===== src/rtl/twrx_pkg.sv =====
package twrx_pkg;
  localparam int PORT_W    = 4;
  localparam int LEN_SHORT = 18;
  localparam int LEN_MID   = 19;
  localparam int LEN_LONG  = 27;
  localparam int DIV_W     = LEN_MID - PORT_W;
  localparam int TEST_W    = 3;
  localparam int RATIO_W   = 8;
  localparam int CNT_W     = 5;

  localparam logic [RATIO_W-1:0] RATIO_64  = RATIO_W'(64);
  localparam logic [RATIO_W-1:0] RATIO_80  = RATIO_W'(80);
  localparam logic [RATIO_W-1:0] RATIO_128 = RATIO_W'(128);

  typedef struct packed {
    logic loadShort;
    logic loadMid;
    logic loadLong;
    logic reject;
  } frameStb_t;

  function automatic logic [RATIO_W-1:0] ratioFromSel(input logic [1:0] sel);
    case (sel)
      2'b00:   return RATIO_80;
      2'b01:   return RATIO_128;
      default: return RATIO_64;
    endcase
  endfunction
endpackage


===== src/rtl/twrx_ctrl.sv =====
module twrx_ctrl
  import twrx_pkg::*;
#(
  parameter int SYNC_STAGES = 2
) (
  input  logic      clk,
  input  logic      rstN,
  input  logic      serClk,
  input  logic      serData,
  input  logic      serEn,
  output logic      bitIn,
  output logic      shiftEn,
  output frameStb_t stb
);
  localparam logic [CNT_W-1:0] CNT_MAX = '1;

  logic [SYNC_STAGES-1:0] clkPipe, enPipe, datPipe;
  logic prevClk, prevEn;
  logic syncClk, syncEn;
  logic clkRise, enRise, enFall;
  logic [CNT_W-1:0] bitCount;

  always_ff @(posedge clk or negedge rstN) begin
    if (!rstN) begin
      clkPipe <= '0;
      enPipe  <= '0;
      datPipe <= '0;
      prevClk <= 1'b0;
      prevEn  <= 1'b0;
    end else begin
      clkPipe <= {clkPipe[SYNC_STAGES-2:0], serClk};
      enPipe  <= {enPipe[SYNC_STAGES-2:0], serEn};
      datPipe <= {datPipe[SYNC_STAGES-2:0], serData};
      prevClk <= syncClk;
      prevEn  <= syncEn;
    end
  end

  assign syncClk = clkPipe[SYNC_STAGES-1];
  assign syncEn  = enPipe[SYNC_STAGES-1];
  assign bitIn   = datPipe[SYNC_STAGES-1];
  assign clkRise = syncClk & ~prevClk;
  assign enRise  = syncEn & ~prevEn;
  assign enFall  = ~syncEn & prevEn;
  assign shiftEn = clkRise & syncEn;

  always_ff @(posedge clk or negedge rstN) begin
    if (!rstN) begin
      bitCount <= '0;
    end else if (enRise) begin
      bitCount <= clkRise ? CNT_W'(1) : '0;
    end else if (shiftEn && bitCount != CNT_MAX) begin
      bitCount <= bitCount + CNT_W'(1);
    end
  end

  always_comb begin
    stb = '0;
    if (enFall) begin
      case (bitCount)
        CNT_W'(LEN_SHORT): stb.loadShort = 1'b1;
        CNT_W'(LEN_MID):   stb.loadMid   = 1'b1;
        CNT_W'(LEN_LONG):  stb.loadLong  = 1'b1;
        default:           stb.reject    = 1'b1;
      endcase
    end
  end

  assert_idle_count_R2: assert property (@(posedge clk) disable iff (!rstN)
    !syncEn |=> $stable(bitCount));
  assert_count_sat_R9: assert property (@(posedge clk) disable iff (!rstN)
    (bitCount == CNT_MAX && !enRise) |=> bitCount == CNT_MAX);
  assert_one_strobe_R10: assert property (@(posedge clk) disable iff (!rstN)
    $onehot0(stb));
endmodule


===== src/rtl/twrx_dp.sv =====
module twrx_dp
  import twrx_pkg::*;
(
  input  logic               clk,
  input  logic               rstN,
  input  logic               bitIn,
  input  logic               shiftEn,
  input  frameStb_t          stb,
  output logic [PORT_W-1:0]  portOut,
  output logic [DIV_W-1:0]   divWord,
  output logic [RATIO_W-1:0] refRatio,
  output logic               cpHigh,
  output logic [TEST_W-1:0]  testBits,
  output logic               loadPulse,
  output logic               errPulse
);
  localparam int SHORT_DIV = LEN_SHORT - PORT_W;
  localparam int LONG_DIV_TOP = LEN_LONG - PORT_W - 1;
  localparam int CP_POS = LONG_DIV_TOP - DIV_W;
  localparam int TEST_TOP = CP_POS - 1;
  localparam int SEL_TOP = TEST_TOP - TEST_W;

  logic [LEN_LONG-1:0] shiftReg;

  always_ff @(posedge clk or negedge rstN) begin
    if (!rstN) shiftReg <= '0;
    else if (shiftEn) shiftReg <= {shiftReg[LEN_LONG-2:0], bitIn};
  end

  always_ff @(posedge clk or negedge rstN) begin
    if (!rstN) begin
      portOut   <= '0;
      divWord   <= '0;
      refRatio  <= RATIO_64;
      cpHigh    <= 1'b0;
      testBits  <= '0;
      loadPulse <= 1'b0;
      errPulse  <= 1'b0;
    end else begin
      loadPulse <= stb.loadShort | stb.loadMid | stb.loadLong;
      errPulse  <= stb.reject;
      if (stb.loadShort) begin
        portOut  <= shiftReg[LEN_SHORT-1 -: PORT_W];
        divWord  <= DIV_W'(shiftReg[SHORT_DIV-1:0]);
        refRatio <= RATIO_64;
      end else if (stb.loadMid) begin
        portOut  <= shiftReg[LEN_MID-1 -: PORT_W];
        divWord  <= shiftReg[DIV_W-1:0];
        refRatio <= RATIO_128;
      end else if (stb.loadLong) begin
        portOut  <= shiftReg[LEN_LONG-1 -: PORT_W];
        divWord  <= shiftReg[LONG_DIV_TOP -: DIV_W];
        cpHigh   <= shiftReg[CP_POS];
        testBits <= shiftReg[TEST_TOP -: TEST_W];
        refRatio <= ratioFromSel(shiftReg[SEL_TOP -: 2]);
      end
    end
  end

  assert_pulse_excl_R10: assert property (@(posedge clk) disable iff (!rstN)
    !(loadPulse && errPulse));
  assert_load_single_R10: assert property (@(posedge clk) disable iff (!rstN)
    loadPulse |=> !loadPulse);
  assert_err_single_R8: assert property (@(posedge clk) disable iff (!rstN)
    errPulse |=> !errPulse);
  assert_err_holds_R8: assert property (@(posedge clk) disable iff (!rstN)
    errPulse |-> ($stable(portOut) && $stable(divWord) && $stable(refRatio)
                  && $stable(cpHigh) && $stable(testBits)));
  assert_ratio_legal_R6: assert property (@(posedge clk) disable iff (!rstN)
    refRatio == RATIO_64 || refRatio == RATIO_80 || refRatio == RATIO_128);
endmodule


===== src/rtl/tw_ctrl_rx.sv =====
module tw_ctrl_rx
  import twrx_pkg::*;
#(
  parameter int SYNC_STAGES = 2
) (
  input  logic               clk,
  input  logic               rstN,
  input  logic               serClk,
  input  logic               serData,
  input  logic               serEn,
  output logic [PORT_W-1:0]  portOut,
  output logic [DIV_W-1:0]   divWord,
  output logic [RATIO_W-1:0] refRatio,
  output logic               cpHigh,
  output logic [TEST_W-1:0]  testBits,
  output logic               loadPulse,
  output logic               errPulse
);
  logic      bitIn;
  logic      shiftEn;
  frameStb_t stb;

  twrx_ctrl #(.SYNC_STAGES(SYNC_STAGES)) ctrl_i (
    .clk(clk), .rstN(rstN), .serClk(serClk), .serData(serData), .serEn(serEn),
    .bitIn(bitIn), .shiftEn(shiftEn), .stb(stb)
  );

  twrx_dp dp_i (
    .clk(clk), .rstN(rstN), .bitIn(bitIn), .shiftEn(shiftEn), .stb(stb),
    .portOut(portOut), .divWord(divWord), .refRatio(refRatio), .cpHigh(cpHigh),
    .testBits(testBits), .loadPulse(loadPulse), .errPulse(errPulse)
  );
endmodule


===== config.mk =====
export PLATFORM = sky130hd
export DESIGN_NAME = tw_ctrl_rx
export DESIGN_NICKNAME = d
export VERILOG_FILES = /design/src/rtl/twrx_pkg.sv /design/src/rtl/twrx_ctrl.sv /design/src/rtl/twrx_dp.sv /design/src/rtl/tw_ctrl_rx.sv
export SDC_FILE = /design/constraint.sdc
export NUM_CORES = 1
export LEC_CHECK = 0
export BUFFER_PORTS_ARGS = -buffer_cell sky130_fd_sc_hd__buf_4
export CORE_MARGIN = 2
export CORE_UTILIZATION = 39
export DETAILED_ROUTE_END_ITERATION = 16
export PLACE_DENSITY_LB_ADDON = 0.08
export SLEW_MARGIN = 30
export SYNTH_ARGS = -nofsm -noshare
export SYNTH_HDL_FRONTEND = slang
export SYNTH_SLANG_ARGS = --single-unit

===== constraint.sdc =====
create_clock -name clk -period 2.3 [get_ports clk]
set_input_delay 0.575 -clock clk [delete_from_list [all_inputs] [get_ports clk]]
set_output_delay 0.575 -clock clk [all_outputs]
set_load 0.005 [all_outputs]

Word level (Yosys, flattened, before mapping)
Index checks and enable logic that the tools add are counted.

cells by class
  add/subtract/negate cells = 1
  multiply operators = 0
  div/mod/pow operators = 0
  order comparisons = 0
  equal/unequal tests = 5
  shifts and indexed selects = 0
  multiplexer cells = 18
  bitwise logic cells = 11
  reduce and logical (&&, ||, !) cells = 6

operators by type and width
  cell                                                                   count
  15-bit 2-to-1 mux                                                      3
  8-bit 2-to-1 mux                                                       3
  4-bit 2-to-1 mux                                                       4
  8-bit one-hot mux with 2 select lines                                  1
  5-bit equality test, second input constant                             3
  5-bit 2-to-1 mux                                                       2
  5-bit by 1-bit adder with 5-bit output, second input constant          1
  1-bit 2-to-1 mux                                                       5
  5-bit != test, second input constant                                   1
  1-bit NOT                                                              5
  1-bit AND                                                              4
  3-bit AND reduction                                                    1
  3-bit nonzero test                                                     1
  3-bit OR reduction                                                     1
  2-bit by 1-bit equality test with 1-bit output, second input constant  1
  2-bit zero test                                                        1
  1-bit bitwise OR                                                       2
  2-bit nonzero test                                                     1
  1-bit logical AND                                                      1

storage, ports and cells
  bits in registers = 73
  latch bits = 0
  bits in writable memories = 0
  memory bits (read-only) = 0
  input bits = 5
  output and inout port bits = 33
  logic and storage cells = 55
  memories kept = 0

Logic depth before layout (Yosys ltp)
  depth after elaboration = 7
  mapped depth = 8
  gate-level depth less buffers = 7

By module
Synthesis repeated with hierarchy kept, for this count alone.

unflattened totals
  cells, all modules = 229
  area total of the unflattened synthesis = 2964.1 µm²

modules (own cells, without submodules)
  module     instances  cells each  area each (µm²)
  twrx_dp    1          179         2393.5
  twrx_ctrl  1          50          570.5

Least setup slack after synthesis
Ideal clock, no wire load.

  kind = register to register
  start point = register ctrl_i.bitCount[0]
  end point = register ctrl_i.bitCount[3]
  setup time = 0.125 ns
  arrival time = 1.802 ns
  data required time = 2.175 ns
  path slack = 0.373 ns
  cell stages (with the launch flop) = 9
  period minus slack after synthesis = 1.927 ns
  cells stage by stage = dfrtp_1 -> ha_1 -> clkbuf_1 -> and3_1 -> ha_1 -> and4bb_2 -> nand4_1 -> xor2_1 -> nor2_1

between the ends
  longest elaborated chain between the ends = 3

RTL lines
  element                                                                         RTL line                          RTL
  start, declared                                                                 twrx_ctrl.sv:21                   logic [CNT_W-1:0] bitCount;
  start signal, assigned                                                          twrx_ctrl.sv:51                   bitCount <= clkRise ? CNT_W'(1) : '0;
  start signal, assigned                                                          twrx_ctrl.sv:53                   bitCount <= bitCount + CNT_W'(1);
  5-bit by 1-bit adder with 5-bit output / 5-bit != test (equally long branches)  twrx_ctrl.sv:53, twrx_ctrl.sv:52
  5-bit 2-to-1 mux / 1-bit logical AND (equally long branches)                    twrx_ctrl.sv:52                   end else if (shiftEn && bitCount != CNT_MAX) begin
  5-bit 2-to-1 mux / 2-bit nonzero test (equally long branches)                   -

Several ways; a longest one is shown, not always the timed one. The select of a mux whose other input is x is not followed.
A chain may end at the register's enable or synchronous reset.

Final worst setup path
Same ends and word-level chain as after synthesis.

==> impl_metrics.py <==
metrics = {
    "status": {
        "status": "completed",
    },
    "detailed_routing": {
        "post_drt_wl_per_cell_um": 15.0,
        "drt_iter0_drc": 99,
        "via_per_inst": 4.99,
        "vias": 1823,
        "drtPass1Iterations": 5,
        "routed_wl_mm": 5.47,
        "drcViolationCount": 0,
        "antenna_left": 0,
    },
    "final_layout": {
        "fin_nets": 269,
        "fin_util_pct": 47.9,
        "register_area_mm2": 0.00170,
        "instances_no_fill": 365,
        "drive_above_1_share_pct": 32.7,
        "area_growth_pct": 21.0,
        "multi_input_area_um2": 946,
        "nFillCells": 680,
        "antenna_cells": 0,
    },
    "floorplanning": {
        "pin_count": 38,
        "dieArea_mm2": 0.00794,
        "start_util_pct": 39.6,
        "fp.dieH_um": 89.1,
        "rows": 31,
        "core_mm2": 0.00714,
        "dieWidth_um": 89.1,
    },
    "grt": {
        "grt_first_pass_wirelength_mm": 8.80,
        "grt_max_degree": 38,
        "grt_usage_pct": 15.1,
        "antenna_found_initial": 0,
        "grt_pass1_vias": 1686,
        "grt_remaining_overflow": 0,
    },
    "power": {
        "ir_worst_vdd_mv": 0.420,
        "leakage_nw": 1.76,
        "powerDensity_mw_per_mm2": 810,
    },
    "setup_path": {
        "path_buf_inv": 0,
        "worstPathArrival_ns": 2.06,
        "rrSetupSlack_ns": 0.47,
        "cp-start-kind": "flop",
        "cpLargestDelayFamily": "simple AND/OR/NAND/NOR gates",
        "crit_path_top_delay_cell": "dfrtp_1",
        "cpMostUsedCell": "ha_1",
        "critical_path_class": "flop to flop",
        "cp-end-kind": "flop",
        "crit_fanout": 7,
        "timing.critical_path.required_ns": 2.53,
        "critical_path.max_stage_delay_ns": 0.42,
        "path_cells": "ha_1 -> and3_1 -> ha_1 -> and4bb_2 -> nand4_1 -> xor2_1 -> nor2_1",
    },
    "clocking": {
        "cts-root-buf": "clkbuf_8",
        "cts_hold_buf": 0,
        "clock_path_buffers": 2,
        "htreeDepth": 3,
        "cts_resized": 0,
        "clock_latency_ns": 0.34,
        "clock_sinks": 68,
        "numCtsBuffers": 9,
        "cts_tree": "done",
        "post_cts_buffers": 0,
        "clkSlewWorstSetupHoldPaths_ns": 0.08,
    },
    "timing": {
        "holdWs_ns": 0.167,
        "setup-violations-final": 0,
        "finalHoldViolations": 0,
        "rsz0062_at_grt": "false",
        "layout_setup_ws_ns": 0.466,
        "drv_slew": 0,
        "clock.fmax_ghz": 0.545,
        "tns_ns": 0,
        "period_share_pct": 79.7,
        "min_period_ns": 1.83,
        "fin_skew_ns": 0.00596,
    },
    "placed_design": {
        "place_inst": 349,
        "place_worst_setup_slack_ns": 0.486,
        "gp_congestion": 0.750,
        "dpl.hpwl_mm": 3.60,
        "portBuffers": 32,
    },
    "synthesis": {
        "yosys.area.top_type_share_pct": 59.3,
        "synth_top_area_cell": "dfrtp_1",
        "async_flop_share_pct": 100,
        "ys_types": 38,
        "netlist_area_mm2": 0.00283,
        "synth_flop_cell": "dfrtp_1",
        "avgSynthCellArea_um2": 12.8,
        "synth-edff-count": 0,
        "netlist_top_cells_area": "dfrtp_1 (59%), mux2_2 (9.6%), a222oi_1 (5.3%)",
        "syn-instance-count": 221,
        "ys_seq_elements": 68,
        "synth-seq-area-share_pct": 60.2,
        "synth_warnings": 0,
    },
    "flow_run": {
        "cap_violations": 0,
    },
    "worst_hold_path": {
        "hold_class": "primary input to async pin",
    },
}
power by group:
part	switching (mW)	internal [mW]	leakage, nW	total, mW
registers	0.0896	1.28	0.912	1.37
logic	0.0958	0.102	0.727	0.198
clock network	0.457	0.749	0.122	1.21
total	0.642	2.13	1.76	2.77
cells in the final DEF (no fill, tap or decap), types with 3 or more instances in the layout:
master / synthesis / layout
dfrtp_1: 67 / 67
buf_4: 5 / 40
mux2_2: 24 / 24
inv_1: 21 / 21
a222oi_1: 15 / 15
nand2_1: 13 / 13
clkbuf_8: 0 / 10
o21ai_0: 8 / 8
a21oi_1: 7 / 7
nor2_1: 6 / 6
nor3b_1: 5 / 5
conb_1: 1 / 5
mux2_1: 4 / 4
nand2b_1: 3 / 3
o22ai_1: 3 / 3
o21ai_1: 3 / 3
ha_1: 3 / 3
bufinv_16: 0 / 3
registers in the layout (all words and copies together), names as in the netlist:
name / cells
ctrl_i.clkPipe: 2
dp_i.cpHigh: 1
ctrl_i.prevEn: 1
dp_i.errPulse: 1
dp_i.divWord: 15
dp_i.testBits: 3
dp_i.loadPulse: 1
ctrl_i.bitCount: 5
ctrl_i.enPipe: 2
dp_i.portOut: 4
dp_i.refRatio: 3
dp_i.shiftReg: 27
ctrl_i.datPipe: 2
ctrl_i.prevClk: 1
cells by family after synthesis:
kind of cell | Yosys count | share of synthesized area [%]
AOI/OAI and AO/OA | 42 | 10.8
xor gates and xnor gates | 2 | 0.620
adders and majority gates | 3 | 1.33
buffers and inverters | 37 | 6.82
DFF | 68 | 60.2
muxes | 29 | 11.5
other | 1 | 0.133
and+or+nand+nor | 39 | 8.50
cell usage after synthesis, types with 2 or more instances:
cell      number
nor2_1         6
o21ai_1        3
buf_4          5
ha_1           3
o22ai_1        3
clkbuf_1       3
dfrtp_1       67
inv_1         21
nor3b_1        5
a21oi_1        7
buf_6          4
nand3b_1       2
nand2b_1       3
buf_2          4
o21ai_0        8
a222oi_1      15
nor2b_1        2
xor2_1         2
mux2_1         4
nand2_1       13
mux2_2        24
stage by stage:
step | cell area [um^2] | power [mW]
after CTS | 3420 | 2.80
after global routing | 3420 | 2.89
final | 3420 | 2.77
after detailed placement | 3170 | 1.59
after floorplan | 2840 | 1.50
after global placement | 3170 | 1.59
cell type report:
| type | count | share of cell area, % |
|---|---|---|
| clock buffers | 10 | 4.02 |
| flip-flops and latches | 68 | 49.8 |
| clock inverters | 6 | 3.26 |
| inverters | 21 | 2.30 |
| repair buffers | 41 | 9.36 |
| multi-input cells | 120 | 27.7 |
| well taps | 99 | 3.62 |
worst paths after layout:
check                                endpoint               start  cells after the start
setup / recovery           ctrl_i.bitCount[3]  ctrl_i.bitCount[0]                      7
hold / removal                dp_i.portOut[3]                rstN                      1
setup reg to reg           ctrl_i.bitCount[3]  ctrl_i.bitCount[0]                      7
hold reg to reg              ctrl_i.enPipe[1]    ctrl_i.enPipe[0]                      0
max in group asynchronous    dp_i.refRatio[6]                rstN                      2
min in group clk            ctrl_i.datPipe[0]             serData                      1
worst reg2reg max path: cells and delay by family, from the launching register on:
family,cells,cell delay (ns)
XOR/XNOR,1,0.15
adder cells (fa/ha/maj),2,0.43
flip-flops,1,0.42
AND/OR/NAND/NOR,4,0.72
routing by layer:
layer	vias up	global-route usage, %	wire length (um)
li1	864	-	-
met1	901	22.5	2700
met2	50	20.2	2380
met3	8	4.71	311
met4	0	6.51	73
met5	-	0	0
No activity file was read; power rests on OpenSTA's default activity.
